## src/rtl/fm_pkg.sv

```systemverilog
package fm_pkg;

    typedef enum logic [1:0] {
        ST_ARM   = 2'd0,
        ST_COUNT = 2'd1,
        ST_LOST  = 2'd2
    } fm_state_e;

    function automatic int unsigned fm_max(input int unsigned a, input int unsigned b);
        return (a > b) ? a : b;
    endfunction

endpackage

```

## src/rtl/fm_sync_edge.sv

```systemverilog
module fm_sync_edge #(
    parameter int STAGES = 2
) (
    input  logic clk,
    input  logic rst_n,
    input  logic async_in,
    output logic rise
);
    localparam int LAST = STAGES - 1;

    logic [STAGES-1:0] chain_q;
    logic              prev_q;

    generate
        genvar gi;
        for (gi = 0; gi < STAGES; gi++) begin : g_stage
            if (gi == 0) begin : g_first
                always_ff @(posedge clk or negedge rst_n) begin
                    if (!rst_n) chain_q[gi] <= 1'b0;
                    else        chain_q[gi] <= async_in;
                end
            end else begin : g_next
                always_ff @(posedge clk or negedge rst_n) begin
                    if (!rst_n) chain_q[gi] <= 1'b0;
                    else        chain_q[gi] <= chain_q[gi-1];
                end
            end
        end
    endgenerate

    always_ff @(posedge clk or negedge rst_n) begin
        if (!rst_n) prev_q <= 1'b0;
        else        prev_q <= chain_q[LAST];
    end

    assign rise = chain_q[LAST] & ~prev_q;

endmodule

```

## src/rtl/fm_window.sv

```systemverilog
module fm_window
    import fm_pkg::*;
#(
    parameter int CNT_W = 24,
    parameter int PER_W = 8,
    parameter int TMO_W = 9
) (
    input  logic             clk,
    input  logic             rst_n,
    input  logic             rise,
    input  logic [PER_W-1:0] num_periods,
    output logic             close,
    output logic [CNT_W-1:0] close_val,
    output logic             drop,
    output logic             lost
);
    localparam logic [CNT_W-1:0] CNT_ONE = CNT_W'(1);
    localparam logic [PER_W:0]   PER_ONE = (PER_W+1)'(1);
    localparam logic [TMO_W-1:0] TMO_ONE = TMO_W'(1);

    fm_state_e        state_q, state_d;
    logic [CNT_W-1:0] acc_q;
    logic [PER_W-1:0] per_q;
    logic [PER_W-1:0] n_q;
    logic [TMO_W-1:0] idle_q;
    logic [PER_W:0]   per_inc;
    logic [PER_W-1:0] n_eff;
    logic             idle_exp;
    logic             last_edge;

    assign n_eff     = (num_periods == '0) ? PER_W'(1) : num_periods;
    assign per_inc   = {1'b0, per_q} + PER_ONE;
    assign last_edge = (per_inc >= {1'b0, n_q});
    assign idle_exp  = (&idle_q) & ~rise;

    // state register
    always_ff @(posedge clk or negedge rst_n) begin
        if (!rst_n) state_q <= ST_ARM;
        else        state_q <= state_d;
    end

    // next state
    always_comb begin
        state_d = state_q;
        unique case (state_q)
            ST_ARM: begin
                if (rise)          state_d = ST_COUNT;
                else if (idle_exp) state_d = ST_LOST;
            end
            ST_COUNT: begin
                if (idle_exp)      state_d = ST_LOST;
            end
            ST_LOST: begin
                if (rise)          state_d = ST_COUNT;
            end
            default:               state_d = ST_ARM;
        endcase
    end

    // outputs
    always_comb begin
        close     = 1'b0;
        close_val = acc_q + CNT_ONE;
        lost      = 1'b0;
        unique case (state_q)
            ST_ARM:   close = 1'b0;
            ST_COUNT: close = rise & last_edge;
            ST_LOST:  lost  = 1'b1;
            default:  close = 1'b0;
        endcase
        drop = (state_q != ST_LOST) && (state_d == ST_LOST);
    end

    // datapath: window accumulator, period counter, edge timeout
    always_ff @(posedge clk or negedge rst_n) begin
        if (!rst_n) begin
            acc_q  <= '0;
            per_q  <= '0;
            n_q    <= PER_W'(1);
            idle_q <= '0;
        end else begin
            if (rise || state_q == ST_LOST) idle_q <= '0;
            else                            idle_q <= idle_q + TMO_ONE;

            unique case (state_q)
                ST_ARM, ST_LOST: begin
                    acc_q <= '0;
                    if (rise) begin
                        per_q <= '0;
                        n_q   <= n_eff;
                    end
                end
                ST_COUNT: begin
                    if (idle_exp) begin
                        acc_q <= '0;
                        per_q <= '0;
                    end else if (rise) begin
                        if (last_edge) begin
                            acc_q <= '0;
                            per_q <= '0;
                            n_q   <= n_eff;
                        end else begin
                            acc_q <= acc_q + CNT_ONE;
                            per_q <= per_inc[PER_W-1:0];
                        end
                    end else begin
                        acc_q <= acc_q + CNT_ONE;
                    end
                end
                default: acc_q <= '0;
            endcase
        end
    end

endmodule

```

## src/rtl/fm_lpf.sv

```systemverilog
module fm_lpf #(
    parameter int CNT_W  = 24,
    parameter int FILT_K = 2
) (
    input  logic             clk,
    input  logic             rst_n,
    input  logic             load,
    input  logic [CNT_W-1:0] x,
    input  logic             reseed,
    output logic [CNT_W-1:0] y
);
    logic               primed_q;
    logic signed [CNT_W:0] diff;
    logic signed [CNT_W:0] step;
    logic signed [CNT_W:0] sum;

    assign diff = $signed({1'b0, x}) - $signed({1'b0, y});
    assign step = diff >>> FILT_K;
    assign sum  = $signed({1'b0, y}) + step;

    always_ff @(posedge clk or negedge rst_n) begin
        if (!rst_n) begin
            y        <= '0;
            primed_q <= 1'b0;
        end else if (reseed) begin
            primed_q <= 1'b0;
        end else if (load) begin
            primed_q <= 1'b1;
            if (!primed_q) y <= x;
            else           y <= sum[CNT_W-1:0];
        end
    end

endmodule

```

## src/rtl/freq_meter_avg.sv

```systemverilog
module freq_meter_avg #(
    parameter int CNT_W  = 24,
    parameter int PER_W  = 8,
    parameter int TMO_W  = 9,
    parameter int FILT_K = 2,
    parameter int SYNC_N = 2
) (
    input  logic             clk,
    input  logic             rst_n,
    input  logic             sig_in,
    input  logic [PER_W-1:0] num_periods,
    output logic [CNT_W-1:0] raw_count,
    output logic [CNT_W-1:0] filt_count,
    output logic             meas_valid,
    output logic             no_signal
);
    logic             rise;
    logic             close;
    logic [CNT_W-1:0] close_val;
    logic             drop;

    fm_sync_edge #(.STAGES(SYNC_N)) u_sync (
        .clk      (clk),
        .rst_n    (rst_n),
        .async_in (sig_in),
        .rise     (rise)
    );

    fm_window #(.CNT_W(CNT_W), .PER_W(PER_W), .TMO_W(TMO_W)) u_win (
        .clk         (clk),
        .rst_n       (rst_n),
        .rise        (rise),
        .num_periods (num_periods),
        .close       (close),
        .close_val   (close_val),
        .drop        (drop),
        .lost        (no_signal)
    );

    fm_lpf #(.CNT_W(CNT_W), .FILT_K(FILT_K)) u_lpf (
        .clk    (clk),
        .rst_n  (rst_n),
        .load   (close),
        .x      (close_val),
        .reseed (drop),
        .y      (filt_count)
    );

    always_ff @(posedge clk or negedge rst_n) begin
        if (!rst_n) begin
            raw_count  <= '0;
            meas_valid <= 1'b0;
        end else begin
            meas_valid <= close;
            if (close) raw_count <= close_val;
        end
    end

endmodule

```

## config.mk

```make
export PLATFORM = sky130hd
export DESIGN_NAME = freq_meter_avg
export DESIGN_NICKNAME = d
export VERILOG_FILES = /design/src/rtl/fm_pkg.sv /design/src/rtl/fm_sync_edge.sv /design/src/rtl/fm_window.sv /design/src/rtl/fm_lpf.sv /design/src/rtl/freq_meter_avg.sv
export SDC_FILE = /design/constraint.sdc
export NUM_CORES = 1
export LEC_CHECK = 0
export BUFFER_PORTS_ARGS = -buffer_cell sky130_fd_sc_hd__buf_2
export CORE_UTILIZATION = 55
export CTS_CLUSTER_DIAMETER = 150
export CTS_CLUSTER_SIZE = 30
export DETAILED_ROUTE_END_ITERATION = 12
export PLACE_DENSITY = 0.71
export SYNTH_ARGS = -nofsm -noshare
export SYNTH_HDL_FRONTEND = slang
export SYNTH_HIERARCHICAL = 1
export SYNTH_SLANG_ARGS = --single-unit
```

## constraint.sdc

```tcl
create_clock -name clk -period 7.1 [get_ports clk]
set_input_delay 1.42 -clock clk [delete_from_list [all_inputs] [get_ports clk]]
set_output_delay 1.42 -clock clk [all_outputs]
set_load 0.02 [all_outputs]
```

# ---- Yosys cells after proc, flatten, opt, wreduce, memory -nomap -nowiden
# Cells that the tools add are included.
dict set report classes {
  n_lt_le_gt_ge 1
  multipliers 0
  n_reduce_logical 11
  n_mux 25
  n_shift 0
  div 0
  bitwise_logic 6
  n_eq_ne 9
  n_addsub 5
}
# operator n
set ops {}
lappend ops {{$mux W24} 5}
lappend ops {{$mux W8} 9}
lappend ops {{$pmux W8 S2} 2}
lappend ops {{$sub A24 B24 Y25} 1}
lappend ops {{$add A24 B1 Y24 const B} 1}
lappend ops {{$add A24 B23 Y24} 1}
lappend ops {{$add A8 B1 Y9 const B} 1}
lappend ops {{$add A9 B1 Y9 const B} 1}
lappend ops {{$ge A9 B8 Y1} 1}
lappend ops {{$mux W9} 1}
lappend ops {{$reduce_and A9 Y1} 1}
lappend ops {{$logic_not A8 Y1} 1}
lappend ops {{$mux W2} 3}
lappend ops {{$ne A2 B1 Y1 const B} 3}
lappend ops {{$pmux W2 S3} 1}
lappend ops {{$reduce_and A5 Y1} 1}
lappend ops {{$eq A2 B2 Y1 const B} 2}
lappend ops {{$mux W1} 4}
lappend ops {{$ne A2 B2 Y1 const B} 2}
lappend ops {{$reduce_bool A2 Y1} 2}
lappend ops {{$and A1 B1 Y1} 3}
lappend ops {{$ne A3 B1 Y1 const B} 1}
lappend ops {{$not A1 Y1} 3}
lappend ops {{$reduce_and A3 Y1} 1}
lappend ops {{6 further kinds} 6}
dict set report totals {
  mem_bits_rw 0
  word_cells 69
  out_inout_bits 50
  in_bits 11
  latchBits 0
  memories 0
  ff_bits 104
  rom_bits 0
}

# ---- Logic depth before layout (Yosys ltp)
dict set report depth {
  word_depth 11
  depth_mapped 25
}

# ---- Hierarchy
# Netlist, hierarchy kept.
# module seq_area_each_um2 cells_each area_per_inst_um2 instances
set modules_own_cells {}
lappend modules_own_cells {fm_lpf 625.6 381 3118.0 1}
lappend modules_own_cells {fm_window 1277.5 274 2859.0 1}
lappend modules_own_cells {freq_meter_avg 625.6 52 1022.2 1}
lappend modules_own_cells {fm_sync_edge 75.1 4 88.8 1}

# ---- Worst setup path before layout
# Ideal clock, no wire load.
dict set report synth_timing {
  path_type {reg2reg}
  from {register u_win.acc_q[0]}
  to {register u_lpf.y[22]}
  n_path_buf 0
  arrival_time_ns 4.533
  path_stages_with_launch 23
  setup_slack_ns 2.444
  path_cell_list {dfrtp_1 -> ha_1 -> nand3_1 -> xnor2_1 -> ha_1 -> a211o_1 -> a21oi_1 -> o21ai_0 -> a21oi_1 -> nor2b_1 -> o21a_1 -> o21a_1 -> nor2_1 -> xnor2_1 -> ha_1 -> and3_1 -> a2111oi_2 -> a21bo_1 -> a21o_1 -> a41oi_1 -> o21ai_1 -> xnor2_1 -> o21ai_1}
}
dict set report synth_between {
  elab_chain_cells 4
}
# item line
set synth_lines {}
lappend synth_lines {{from (decl)} fm_window.sv:22} ;# logic [CNT_W-1:0] acc_q;
lappend synth_lines {{from (signal assigned)} fm_window.sv:103} ;# acc_q <= acc_q + CNT_ONE;
lappend synth_lines {{from (signal assigned)} fm_window.sv:107} ;# acc_q <= acc_q + CNT_ONE;
lappend synth_lines {{$add A24 B1 Y24} fm_window.sv:63} ;# close_val = acc_q + CNT_ONE;
lappend synth_lines {{named net close_val[4]} freq_meter_avg.sv:19} ;# logic [CNT_W-1:0] close_val;
lappend synth_lines {{$sub A24 B24 Y25} fm_lpf.sv:17} ;# assign diff = $signed({1'b0, x}) - $signed({1'b0, y});
lappend synth_lines {{$add A24 B23 Y24} fm_lpf.sv:19} ;# assign sum = $signed({1'b0, y}) + step;
lappend synth_lines {{$mux W24} fm_lpf.sv:29} ;# if (!primed_q) y <= x;
lappend synth_lines {{to (signal assigned)} fm_lpf.sv:30} ;# else y <= sum[CNT_W-1:0];
lappend synth_lines {{to (decl)} fm_lpf.sv:10} ;# output logic [CNT_W-1:0] y
# The timed path passes the listed nets, and every way through them passes these cells.
# A chain may end at the register's enable or synchronous reset.

# ---- Worst setup path in the final report
dict set report layout_timing {
  from {register u_win.acc_q[0]}
  to {register u_lpf.y[23]}
}
# The elaborated chain is that of the path after synthesis.

==> out/qor.csv <==
stage,metric,value,unit
cts,number of cells upsized or downsized after cts,0,
placement,Port-buffer cells,60,
route,initial drt markers,398,
cts,Clock Path Buffers,2,
route,Total Wirelength,15300,µm
route,drt drc,0,
placement,DP Worst Slack,1590,ps
global_route,initial antenna violation count,0,
die,Initial Utilization,0.564,
min_path,Hold Crit Start,u_sync/chain_q[0]$_DFF_PN0_,
setup_path,WP data arrival,5860,ps
cts,clk_lat worst skew,350,ps
cells_and_area,# nets final,838,
yosys,Yosys warning count,6,
global_route,grt total ovfl,0,
yosys,Post-synth ARST share,1.00,
yosys,cell count after synthesis,711,
sta,crit share post-route,0.787,
sta,Setup TNS Final,0,ps
global_route,number of global-route vias before repair,5273,
cts,Num CTS Buffers,9,
sta,"crit path setup slack, layout",1510,ps
setup_path,crit-path max cell delay,520,ps
die,Top Ports,61,
setup_path,CP Capture Type,flop,
route,Vias per Instance,5.69,
setup_path,Setup crit start kind,flop,
yosys,"EDFF count, synth",0,
min_path,worst hold path class,reg2reg,
die,Core Region,12600,µm²
sta,Slew @ Worst Pin,1050,ps
yosys,synth unique cells,72,
outcome,status,completed,
global_route,largest net degree at the start of global routing,84,
setup_path,crit path buf inv count,1,
placement,placed instance count,927,
setup_path,largest fanout on the critical path,6,
yosys,Syn Nets,783,
sta,"Hold Violations, Final",0,
sta,relative slew slack,0.299,
route,Vias,5354,
route,WL/cell,16.2,µm
die,Die Span Y,116,µm
placement,GP Congestion,0.936,
flow_run,max cap viols,0,
setup_path,"CP delay by family, top",compound AO/OA/AOI/OAI gates,
die,DIE AREA,13300,µm²
setup_path,Worst Setup SP,u_win/acc_q[0]$_DFF_PN0_,
cts,hold buffer count at cts,0,
cts,H-tree levels,3,
cts,Setup Buffers After CTS,0,
sta,RSZ-0062 raised after global routing,no,
cts,CTS tree,done,
global_route,GRT Resource Usage Total,0.246,
cells_and_area,area delta synth->final,9.78,%
yosys,synthesis-stage register bit count,104,
cells_and_area,Layout Cells excl Fill,941,
yosys,cell area after synthesis,7090,µm²
setup_path,Crit Reg-Reg Startpoint,u_win/acc_q[0]$_DFF_PN0_,
global_route,first-pass GRT wire length,25500,µm
cells_and_area,fillers,1067,
setup_path,kind of critical path,reg2reg,
setup_path,Critical-path top delay cell,a2111oi_2,
sta,min cycle time layout,5590,ps
yosys,register area share after synthesis,0.367,
cts,"CTS clk-pin slew, worst paths",70,ps
yosys,Most used DFF post-synth,dfrtp_1,
route,total iterations of the first detailed-routing run,5,
cts,Root Buffer,clkbuf_16,
yosys,syn avg cell area,9.97,µm²
die,Die W,116,µm
setup_path,Worst R2R Setup Slack,1510,ps
route,post-route ant nets,0,
placement,post-detail-place hpwl,11300,µm
setup_path,data required time of the worst path,7380,ps
sta,Final Slew Violations,0,
cts,CTS Sinks,104,
sta,clk_skew,8.97,ps
cells_and_area,share of cells above drive strength 1,0.173,
sta,Final setup viols,0,
sta,fmax,0.179,GHz
die,# rows,41,
cells_and_area,antenna cells,0,
-- final timing paths --
| path | to | depth (start not counted) |
|---|---|---|
| setup / recovery | u_lpf/y[23]$_DFFE_PN0P_ | 25 |
| hold / removal | u_sync/chain_q[1]$_DFF_PN0_ | 0 |
| setup reg to reg | u_lpf/y[23]$_DFFE_PN0P_ | 25 |
| hold reg to reg | u_sync/chain_q[1]$_DFF_PN0_ | 0 |
| max in group asynchronous | raw_count[15]$_DFFE_PN0P_ | 2 |
| min in group asynchronous | raw_count[3]$_DFFE_PN0P_ | 1 |
-- cell usage in the layout (no fill, tap or decap), types with 3 or more instances in the layout --
| master | instances |
|---|---|
| o21ai_1 | 10 |
| xnor2_1 | 54 |
| mux2_2 | 4 |
| buf_4 | 5 |
| mux2i_1 | 19 |
| a31oi_1 | 7 |
| nor2b_1 | 16 |
| a21boi_1 | 15 |
| buf_2 | 59 |
| a32o_1 | 3 |
| nand2_1 | 70 |
| o21a_1 | 6 |
| o22ai_1 | 3 |
| a21boi_2 | 4 |
| nor3b_1 | 3 |
| a21o_1 | 15 |
| inv_1 | 39 |
| nand3_1 | 21 |
| mux2_4 | 27 |
| o21ai_0 | 29 |
| clkbuf_16 | 9 |
| a21oi_1 | 37 |
| ha_1 | 60 |
| and3_1 | 10 |
| a2111oi_0 | 3 |
| nor2_1 | 42 |
| xor2_1 | 18 |
| nor3_1 | 5 |
| nand4_1 | 8 |
| dfrtp_1 | 103 |
| nand2b_1 | 9 |
| o21bai_1 | 3 |
| and2_1 | 4 |
-- flip-flops by register name, summed over array words and instances (netlist names) --
register	cells
meas_valid	1
raw_count	24
u_lpf/primed_q	1
u_lpf/y	24
u_sync/chain_q	2
u_sync/prev_q	1
u_win/acc_q	24
u_win/idle_q	9
u_win/n_q	8
u_win/per_q	8
u_win/state_q	2
-- routing by layer --
layer / routed length (µm) / track usage
met1: 7010 / 0.320
met2: 7440 / 0.413
met3: 520 / 0.0324
met4: 299 / 0.103
met5: 0 / 0
-- cell families (layout without fill, tap and decap cells) --
| family | count (synthesis) | after routing | synth area share |
|---|---|---|---|
| and+or+nand+nor | 205 | 205 | 0.150 |
| buffers and inverters | 59 | 117 | 0.0397 |
| adders and majority gates | 61 | 61 | 0.109 |
| AOI/OAI and AO/OA | 160 | 160 | 0.155 |
| muxes | 50 | 50 | 0.0904 |
| DFF | 104 | 104 | 0.367 |
| xor gates and xnor gates | 72 | 72 | 0.0890 |
-- per-stage QoR --
stage / util / hold WS, ps / instance area (µm²)
2_1_floorplan: - / 331 / 7090
3_3_place_gp: 0.598 / 334 / 7510
3_5_place_dp: 0.598 / 350 / 7510
4_1_cts: 0.619 / 366 / 7780
5_1_grt: 0.619 / 376 / 7780
6_report: 0.619 / 361 / 7780
-- cell usage after synthesis, types with 15 or more instances --
cell | n | area share
a21boi_1 | 15 | 0.016
a21o_1 | 15 | 0.016
a21oi_1 | 38 | 0.027
dfrtp_1 | 103 | 0.36
ha_1 | 60 | 0.11
inv_1 | 39 | 0.021
mux2_4 | 27 | 0.057
mux2i_1 | 19 | 0.027
nand2_1 | 70 | 0.037
nand3_1 | 21 | 0.015
nor2_1 | 42 | 0.022
nor2b_1 | 16 | 0.014
o21ai_0 | 29 | 0.020
xnor2_1 | 54 | 0.067
xor2_1 | 18 | 0.022
-- layout make-up --
type                            count  area, µm²  area share
Sequential cell                   104       2600       0.335
Multi-Input combinational cell    548       4210       0.542
Timing Repair Buffer               64        333      0.0428
Clock inverter                      4       30.0     0.00386
Inverter                           39        146      0.0188
Tap cell                          172        215      0.0277
Clock buffer                       10        239      0.0307
Power is left out: the tool's default activity adds up to more than one toggle a clock period on the data nets, which glitch-free logic cannot reach.
